File: config.mk
export PLATFORM = sky130hd
export DESIGN_NAME = qlink_insert
export DESIGN_NICKNAME = d
export VERILOG_FILES = /design/src/rtl/qlink_insert.sv
export SDC_FILE = /design/constraint.sdc
export NUM_CORES = 1
export LEC_CHECK = 0
export ABC_AREA = 1
export BUFFER_PORTS_ARGS = -buffer_cell sky130_fd_sc_hd__buf_2
export CAP_MARGIN = 40
export CORE_UTILIZATION = 40
export CTS_CLUSTER_DIAMETER = 120
export CTS_CLUSTER_SIZE = 20
export DETAILED_ROUTE_END_ITERATION = 8
export PLACE_DENSITY = 0.65
export SLEW_MARGIN = 20
export SYNTH_ARGS = -nofsm -noshare
export SYNTH_HDL_FRONTEND = slang
export SYNTH_SLANG_ARGS = --single-unit
File: constraint.sdc
create_clock -name clk -period 3.1 [get_ports clk]
set_clock_uncertainty 0.05 [all_clocks]
set_input_delay 0.31 -clock clk [delete_from_list [all_inputs] [get_ports clk]]
set_output_delay 0.31 -clock clk [all_outputs]
set_load 0.005 [all_outputs]
File: src/rtl/qlink_insert.sv
module qlink_insert #(
  parameter int AW = 32
) (
  input  logic          clk,
  input  logic          rst_n,
  input  logic          start,
  input  logic [AW-1:0] entry_addr,
  input  logic [AW-1:0] pred_addr,
  output logic          mem_req,
  output logic          mem_we,
  output logic [AW-1:0] mem_addr,
  output logic [AW-1:0] mem_wdata,
  input  logic [AW-1:0] mem_rdata,
  input  logic          mem_ack,
  input  logic          mem_err,
  output logic          done,
  output logic          err,
  output logic          flag_n,
  output logic          flag_z,
  output logic          flag_v,
  output logic          flag_c
);
  localparam logic [AW-1:0] BACK_OFS = AW'(AW / 8);

  logic          busy;
  logic [2:0]    step;
  logic [AW-1:0] ent_q, pred_q, succ_q;

  assign mem_req = busy;
  assign mem_we  = step[2];

  always_comb begin
    mem_addr  = pred_q;
    mem_wdata = '0;
    case (step)
      3'd0: mem_addr = pred_q;
      3'd1: mem_addr = ent_q;
      3'd2: mem_addr = ent_q + BACK_OFS;
      3'd3: mem_addr = succ_q + BACK_OFS;
      3'd4: begin mem_addr = ent_q;             mem_wdata = succ_q; end
      3'd5: begin mem_addr = ent_q + BACK_OFS;  mem_wdata = pred_q; end
      3'd6: begin mem_addr = succ_q + BACK_OFS; mem_wdata = ent_q;  end
      default: begin mem_addr = pred_q;         mem_wdata = ent_q;  end
    endcase
  end

  always_ff @(posedge clk) begin
    if (!rst_n) begin
      busy <= 1'b0;
      step <= '0;
      ent_q <= '0;
      pred_q <= '0;
      succ_q <= '0;
      done <= 1'b0;
      err <= 1'b0;
      {flag_n, flag_z, flag_v, flag_c} <= '0;
    end else begin
      done <= 1'b0;
      if (!busy) begin
        if (start) begin
          busy   <= 1'b1;
          step   <= '0;
          ent_q  <= entry_addr;
          pred_q <= pred_addr;
          err    <= 1'b0;
        end
      end else if (mem_err && !step[2]) begin
        busy <= 1'b0;
        done <= 1'b1;
        err  <= 1'b1;
        {flag_n, flag_z, flag_v, flag_c} <= '0;
      end else if (mem_ack || (mem_err && step[2])) begin
        if (step == 3'd0) succ_q <= mem_rdata;
        if (step == 3'd7) begin
          busy   <= 1'b0;
          done   <= 1'b1;
          flag_z <= (succ_q == pred_q);
          flag_n <= ($signed(succ_q) < $signed(pred_q));
          flag_c <= (succ_q < pred_q);
          flag_v <= 1'b0;
        end
        step <= step + 3'd1;
      end
    end
  end


  reset_quiet_chk: assert property (@(posedge clk) !rst_n |=> !done && !mem_req && !err);

  no_write_after_abort_chk: assert property (@(posedge clk) disable iff (!rst_n)
    mem_req && !mem_we && mem_err |=> !mem_req);

  z_excludes_less_chk: assert property (@(posedge clk) disable iff (!rst_n)
    done && flag_z |-> !flag_n && !flag_c);

  v_clear_chk: assert property (@(posedge clk) disable iff (!rst_n) done |-> !flag_v);

  abort_flags_chk: assert property (@(posedge clk) disable iff (!rst_n)
    done && err |-> !flag_n && !flag_z && !flag_c);

  done_pulse_chk: assert property (@(posedge clk) disable iff (!rst_n) done |=> !done);

  req_hold_chk: assert property (@(posedge clk) disable iff (!rst_n)
    mem_req && !mem_ack && !mem_err |=> mem_req && $stable(mem_addr) && $stable(mem_we) && $stable(mem_wdata));
endmodule

# Word-level counts from Yosys, hierarchy flattened
# Cells that the tools add are included.
[totals] mem_bits_ro=0 latchBits=0 memories=0 elab_cells=76 reg_bits=106 ramBits=0 input_bits=101
[op_classes] n_mux=29 n_bitwise=2 magnitude_cmp=2 shift=0 mul=0 n_reduce_logical=18 n_div=0 eq_ne=11 addsub=3
[op_table] op="one-hot mux 32 bit (3 select lines)" n=2
[op_table] op="adder 32 x 3 -> 32 bit (second input constant)" n=2
[op_table] op="< comparator 32 bit" n=2
[op_table] op="== test 32 bit" n=1
[op_table] op="2-to-1 mux 1 bit" n=23
[op_table] op="== test 3 bit (second input constant)" n=4
[op_table] op="2-to-1 mux 3 bit" n=4
[op_table] op="== test 3 x 2 -> 1 bit (second input constant)" n=2
[op_table] op="AND reduction 2 bit" n=3
[op_table] op="AND reduction 3 bit" n=2
[op_table] op="nonzero test 2 bit" n=3
[op_table] op="OR reduction 2 bit" n=3
[op_table] op="!= test 2 x 1 -> 1 bit (second input constant)" n=2
[op_table] op="AND reduction 4 bit" n=1
[op_table] op="OR reduction 4 bit" n=1
[op_table] op="adder 3 x 1 -> 3 bit (second input constant)" n=1
[op_table] op="== test 3 x 1 -> 1 bit (second input constant)" n=1
[op_table] op="zero test 3 bit" n=1
[op_table] op="logical AND 1 bit" n=2
[op_table] op="!= test 2 bit (second input constant)" n=1
[op_table] op="NOT 1 bit" n=2
[op_table] op="zero test 1 bit" n=1
[op_table] op="logical OR 1 bit" n=1

# Depth between registers and ports, before layout
# Gate-level depths: netlist of the first run.
[depth] word_depth=5 depth_mapped=17 ltp_nobuf=16

# Least setup slack after synthesis of the first run
# No wires, ideal clock.
[synth_timing] path_type="reg-to-output" start="reg step[0]" end="out mem_addr[16]" t_required_ps=2740 slack_ps=561 arrival_ps=2179 n_path_buf=1 stages_incl_launch_ff=18 cell_sequence="dfxtp_1 -> inv_1 -> ha_1 -> nand2_4 -> nand2_4 -> buf_8 -> nand2_1 -> o21ai_1 -> inv_1 -> ha_1 -> nand2_1 -> nor2_2 -> nand2_2 -> nor2_4 -> nand2_1 -> nand2_1 -> nand3_1 -> a21oi_1"
[synth_between] elab_chain_len=3 word_cells_on_any_way=10 cone_classes="eq/ne: 6; mux: 1; reduce/logical: 3"
[synth_lines] element="from (decl)" line="26" source="logic [2:0] step;"
[synth_lines] element="from (signal assigned)" line="82" source="step <= step + 3'd1;"
[synth_lines] element="== test 3 bit (tied with other cells)" line="35" source="case (step)"
[synth_lines] element="OR reduction 2 bit (no source line)"
[synth_lines] element="one-hot mux 32 bit (3 select lines) *" line="35"
[synth_lines] element="to (decl)" line="11" source="output logic [AW-1:0] mem_addr,"
# Mark *: on every way between the ends. The rest lies on a longest branch, timed or not.

# Worst setup path in the final report of the first run
# Ends and elaborated chain as after synthesis.

==> reports/results.ini, run 1 <==
[run_status]
status=finished, final reports clean

[clock_network]
cts_hold_buffers=0
root_buffer=clkbuf_16
clockBufferDepth=2
clock_latency_ns=0.36
tritoncts=built
cts.sinks=105
clk_pin_slew_worst_paths_ns=0.07
cts_buffers=9
htreeDepth=3

[synth]
avgSynthCellArea_um2=6.53
async_flop_share=0
netlist_instances=1093
synth_edf_count=0
synth.distinct_cells=38
netlist_area_mm2=0.00714
yosysWarnings=0
yosys_register_bits=105
synth_nets=1235
synthFlopType=dfxtp_1
seq_area_frac_synth=0.295

[drt]
drtPass1Iterations=5
drt-total-wl_um=24000
dr_total_vias=7839
ant_nets=0
dr.first_iter.drc_count=488
wl_per_cell_um=16.2
drcViolationCount=0
viasPerCell=5.29

[worst_hold_path]
min_path_type=input port to flop

[finish]
final_common_cell=nand2_1
fin_cells=1481
layout_common_cells=nand2_1 (183), buf_2 (171), nor2_1 (123), a21oi_1 (119), o21ai_0 (109)
nNetsFinal=1393
drive_gt1_frac=0.260
syn2layout_area_growth_pct=23.1
multi_input_area_mm2=0.00454
fill_cells=1759
ff_latch_area_mm2=0.00211
antenna_cells=0
utilization=0.506
design_area_mm2=0.00878

[critical_path]
cp_max_fo=20
cp-end-kind=output port
crit_required_ns=2.74
cp-start-kind=flop
critPathKind=flop to output port
crit_arrival_ns=2.63

[timing]
tightest_slew_ns=0.514
min_period_ns=2.99
period_share=0.966
hold_viol_final=0
fmax_mhz=334
setup_viol=0
rsz0062_at_grt=yes
maxSlewViolCount=0
max_slew_margin=0.657

[placement]
placedCellCount=1459
numPortBuffers=171
gp_congestion=0.956
dpl.hpwl_um=18200
place_area_mm2=0.00822

[global_route]
grt_util_all_layers=0.264
antenna_found_initial=0
grt_max_degree=56
grt_pass1_wl_um=37900
grt_overflow_total=0
grt_pass1_vias=7310

[floorplan]
num_io_pins=173
die_area_mm2=0.0184
die_width_um=136
rows=48
dieHeight_um=136
core_area_mm2=0.0174
initial_core_util=0.411

[run]
drv_cap=0

[power_and_ir_drop]
powerDensity_mw_per_mm2=450
ir_worst_vdd_uv=277
leakagePower_nw=3.93

per-stage QoR:
stage / hold slack, ns / worst slack [ns] / setup TNS [ns] / power (mW)
3_5_place_dp: 0.401 / 0.190 / 0 / 2.79
6_report: 0.111 / 0.106 / 0 / 3.95
2_1_floorplan: 0.370 / 0.561 / 0 / 2.30
3_3_place_gp: 0.400 / 0.146 / 0 / 2.78
4_1_cts: 0.105 / 0.00613 / 0 / 3.93
5_1_grt: 0.116 / -0.0445 / -0.238 / 4.18
logic make-up after synthesis:
logic type	share of synthesized area
AND/OR/NAND/NOR	0.295
other	0.000526
AO/OA/AOI/OAI	0.238
flip-flops	0.295
buffers and inverters	0.0999
adder cells (fa/ha/maj)	0.0719
cells in the mapped netlist (2+ instances only):
cell	n	area [um2]
dfxtp_1	105	2100
a22oi_1	13	97.6
o21ai_0	109	546
clkbuf_1	37	139
ha_1	41	513
o21a_1	2	15.0
nand4_1	4	25.0
a21oi_1	126	631
nand2_1	198	743
nand3_1	78	390
nor3_1	3	15.0
nor2_1	135	507
nor2_4	4	45.0
buf_6	5	56.3
o221ai_1	27	236
nand2_2	25	156
nor4_1	2	12.5
nand2_4	6	67.6
buf_2	8	40.0
inv_2	7	26.3
inv_1	105	394
nor2_2	18	113
a211oi_1	3	22.5
buf_1	3	11.3
o21bai_1	7	52.6
nand3b_1	2	15.0
o211ai_1	9	67.6
area by class of cell:
class / count / area share
Clock buffer: 13 / 0.0296
Clock inverter: 3 / 0.00285
Inverter: 113 / 0.0491
Multi-Input combinational cell: 819 / 0.516
Sequential cell: 105 / 0.240
Tap cell: 225 / 0.0320
Timing Repair Buffer: 203 / 0.130
power breakdown:
| group | internal [mW] | leakage, nW | switching (mW) |
|---|---|---|---|
| combinational | 0.489 | 2.93 | 0.791 |
| sequential | 1.45 | 0.865 | 0.0895 |
| clock | 0.593 | 0.136 | 0.540 |
what timing repair did:
item / CTS / global route
gates cloned: 0 / 0
pin swaps: 1 / 17
gates resized for setup: 22 / 48
setup endpoints to repair: 26 / 29
buffers inserted: 1 / 5
state kept, by name, indices dropped and copies added, names as in the netlist:
name     count
err          1
pred_q      32
ent_q       32
done         1
step         3
flag_z       1
flag_c       1
flag_n       1
succ_q      32
mem_req      1
metal layers:
metal | wire length [um] | part of all wire | vias up | GRT usage
met5 | 0 | 0 | - | 0
met4 | 455 | 0.019 | 0 | 0.0849
met3 | 1220 | 0.051 | 29 | 0.0284
met2 | 11100 | 0.46 | 251 | 0.434
met1 | 11200 | 0.47 | 3568 | 0.358
li1 | - | - | 3991 | -
worst max-delay path, cell delays in order (launching register included):
cell,delay [ns]
dfxtp_4,0.39
inv_4,0.06
ha_4,0.16
nand2_4,0.10
buf_12,0.17
nand3_1,0.09
nand2_1,0.14
nand2_1,0.17
nor2_4,0.18
nand2_4,0.10
nor2_4,0.19
nand2_1,0.07
nand2_1,0.06
nand3_1,0.08
a21oi_2,0.17
buf_2,0.13
path summary, 6_finish.rpt:
kind	from	slack [ns]	depth (start not counted)	to
max	step[0]	0.11	15	mem_addr[16]
min	start	0.11	2	mem_req
max reg2reg	pred_q[31]	0.77	12	flag_n
min reg2reg	flag_n	0.41	2	flag_n
Power figures use the tool's default switching activity.
==> inputs of run 2 (changes only) <==
- HOLD_SLACK_MARGIN: not set -> 0.12
==> reports/results.ini, run 2 (synthesized netlist as in run 1, its figures left out) <==
[run]
drv_cap=0  ; unchanged

[power_and_ir_drop]
power.total_mw=3.97  ; +0.43%
ir_worst_vdd_uv=277  ; about the same
swShare=0.359  ; -0.000540
p_seq_frac=0.387  ; -0.002
powerDensity_mw_per_mm2=443  ; -1.4%
switching_power_mw=1.42  ; +0.28%
intPower_mw=2.54  ; +0.52%
clkPwrFrac=0.286  ; about the same
leakagePower_nw=4.00  ; +1.7%
comb_power_share=0.327  ; +0.003

[critical_path]
cp-end-kind=output port
r2r_slack_ns=0.80  ; +0.03 ns
critPathSlowestCell=dfxtp_4
r2r-start=pred_q[31]
r2r_end=flag_n
crit_path_frequent_cell=nand2_1
critPathKind=flop to output port
max_stage_delay_ns=0.39  ; about the same
cp-start-kind=flop
cp_max_fo=20  ; unchanged
crit_required_ns=2.74  ; about the same
r2r_cells=12  ; unchanged
path_cells=inv_4, ha_4, nand2_4, buf_12, nand3_1, nand2_1, nand2_1, nor2_4, nand2_4, nor2_4, nand2_1, nand2_1, nand3_1, a21oi_2, buf_2
crit_arrival_ns=2.64  ; about the same

[drt]
ant_nets=0  ; unchanged
dr_total_vias=7876  ; +0.47%
wl_per_cell_um=16.1  ; -0.68%
drtPass1Iterations=5  ; unchanged
viasPerCell=5.26  ; -0.60%
drt-total-wl_um=24100  ; +0.40%
dr.first_iter.drc_count=464  ; -4.9%
drcViolationCount=0  ; unchanged

[finish]
final_common_cell=nand2_1
layout_common_cells=nand2_1 (183), buf_2 (171), nor2_1 (123), a21oi_1 (119), o21ai_0 (109)
syn2layout_area_growth_pct=25.4
drive_gt1_frac=0.256  ; -0.00326
antenna_cells=0  ; unchanged
fill_cells=1749  ; -0.57%
reg.largest.list=ent_q: 32 flops, pred_q: 32 flops, succ_q: 32 flops
nNetsFinal=1409  ; +1.1%
ff_latch_area_mm2=0.00211  ; unchanged
multi_input_area_mm2=0.00454  ; unchanged

[floorplan]
rows=48  ; unchanged
core_area_mm2=0.0174  ; unchanged
die_area_mm2=0.0184  ; unchanged
dieHeight_um=136  ; unchanged
initial_core_util=0.411  ; unchanged
num_io_pins=173  ; unchanged
die_width_um=136  ; unchanged

[clock_network]
clock_latency_ns=0.37  ; about the same
tritoncts=built
cts_buffers=9  ; unchanged
htreeDepth=3  ; unchanged
cts.sinks=105  ; unchanged
root_buffer=clkbuf_16
clk_pin_slew_worst_paths_ns=0.07  ; about the same
clockBufferDepth=2  ; unchanged

[global_route]
grt_pass1_vias=7381  ; +0.97%
grt_util_all_layers=0.265  ; +0.00128
grt_pass1_wl_um=38100  ; +0.49%
antenna_found_initial=0  ; unchanged
grt_overflow_total=0  ; unchanged
grt_max_degree=56  ; unchanged

[timing]
whs_ns=0.124  ; +0.0126 ns
rsz0062_at_grt=yes
period_share=0.967  ; +0.00149
max_slew_margin=0.653  ; -0.00453
tightest_slew_ns=0.521  ; +0.00680 ns
fmax_mhz=334  ; -0.15%
setup_viol=0  ; unchanged
min_period_ns=3.00  ; +0.00461 ns
fin_setup_tns_ns=0  ; unchanged
maxSlewViolCount=0  ; unchanged
hold_viol_final=0  ; unchanged

[placement]
gp_congestion=0.956  ; unchanged
numPortBuffers=171  ; unchanged
dpl.hpwl_um=18200  ; unchanged

[worst_hold_path]
worstHoldStart=entry_addr[24]
min_path_type=input port to flop
min_to=ent_q[24]
holdPathStages=3  ; +1

[run_status]
status=finished, final reports clean

## run 2: critical path, delay by kind of cell (launching register included)
family                     cells  cell delay [ns]
and+or+nand+nor               10             1.17
DFF                            1             0.39
buffers and inverters          3             0.36
AOI/OAI and AO/OA              1             0.18
adders and majority gates      1             0.16
## run 2: routing by layer
| metal | vias to the layer above | track usage | share of wire |
|---|---|---|---|
| li1 | 4017 | - | - |
| met1 | 3617 | 0.358 | 0.47 |
| met2 | 215 | 0.438 | 0.46 |
| met3 | 27 | 0.0284 | 0.046 |
| met4 | 0 | 0.0849 | 0.017 |
| met5 | - | 0 | 0 |
## run 2: power groups by stage
stage          clock [mW]  combinational, mW  sequential (mW)
5_1_grt              1.21               1.44             1.55
6_report             1.13               1.30             1.54
2_1_floorplan           0              0.770             1.53
3_3_place_gp            0               1.22             1.56
3_5_place_dp            0               1.23             1.56
4_1_cts              1.15               1.26             1.53
## run 2: timing repair
action                     CTS  global route
buffers inserted             1             5
hold endpoints to repair    16             0
hold buffers                16             0
gates resized for setup     22            48
pin swaps                    1            17
setup endpoints to repair   26            29
## run 2: stage by stage
step	util	setup WS (ns)	area [um2]	instances
floorplan	-	0.561	7140	1093
global placement	0.473	0.146	8220	1459
detailed placement	0.473	0.190	8220	1459
CTS	0.503	0.00613	8740	1492
global route	0.515	-0.0445	8940	1497
finish	0.515	0.102	8940	1497
## run 2: layout make-up
cell class                 instances  area share
multi-input combinational        819       0.507
sequential                       105       0.236
timing repair buffer             219       0.145
inverter                         113      0.0483
tap                              225      0.0315
clock buffer                      13      0.0291
clock inverter                     3     0.00280
## run 2: worst max-delay path by stage
| stage | startpoint | to | cells after the start |
|---|---|---|---|
| 6_report | step[0] | mem_addr[16] | 15 |
| 5_1_grt | step[0] | mem_addr[19] | 14 |
| 4_1_cts | step[0] | mem_addr[29] | 16 |
| 3_5_place_dp | step[0] | mem_addr[31] | 16 |
| 3_3_place_gp | step[0] | mem_addr[31] | 16 |
| 2_1_floorplan | step[0] | mem_addr[16] | 17 |
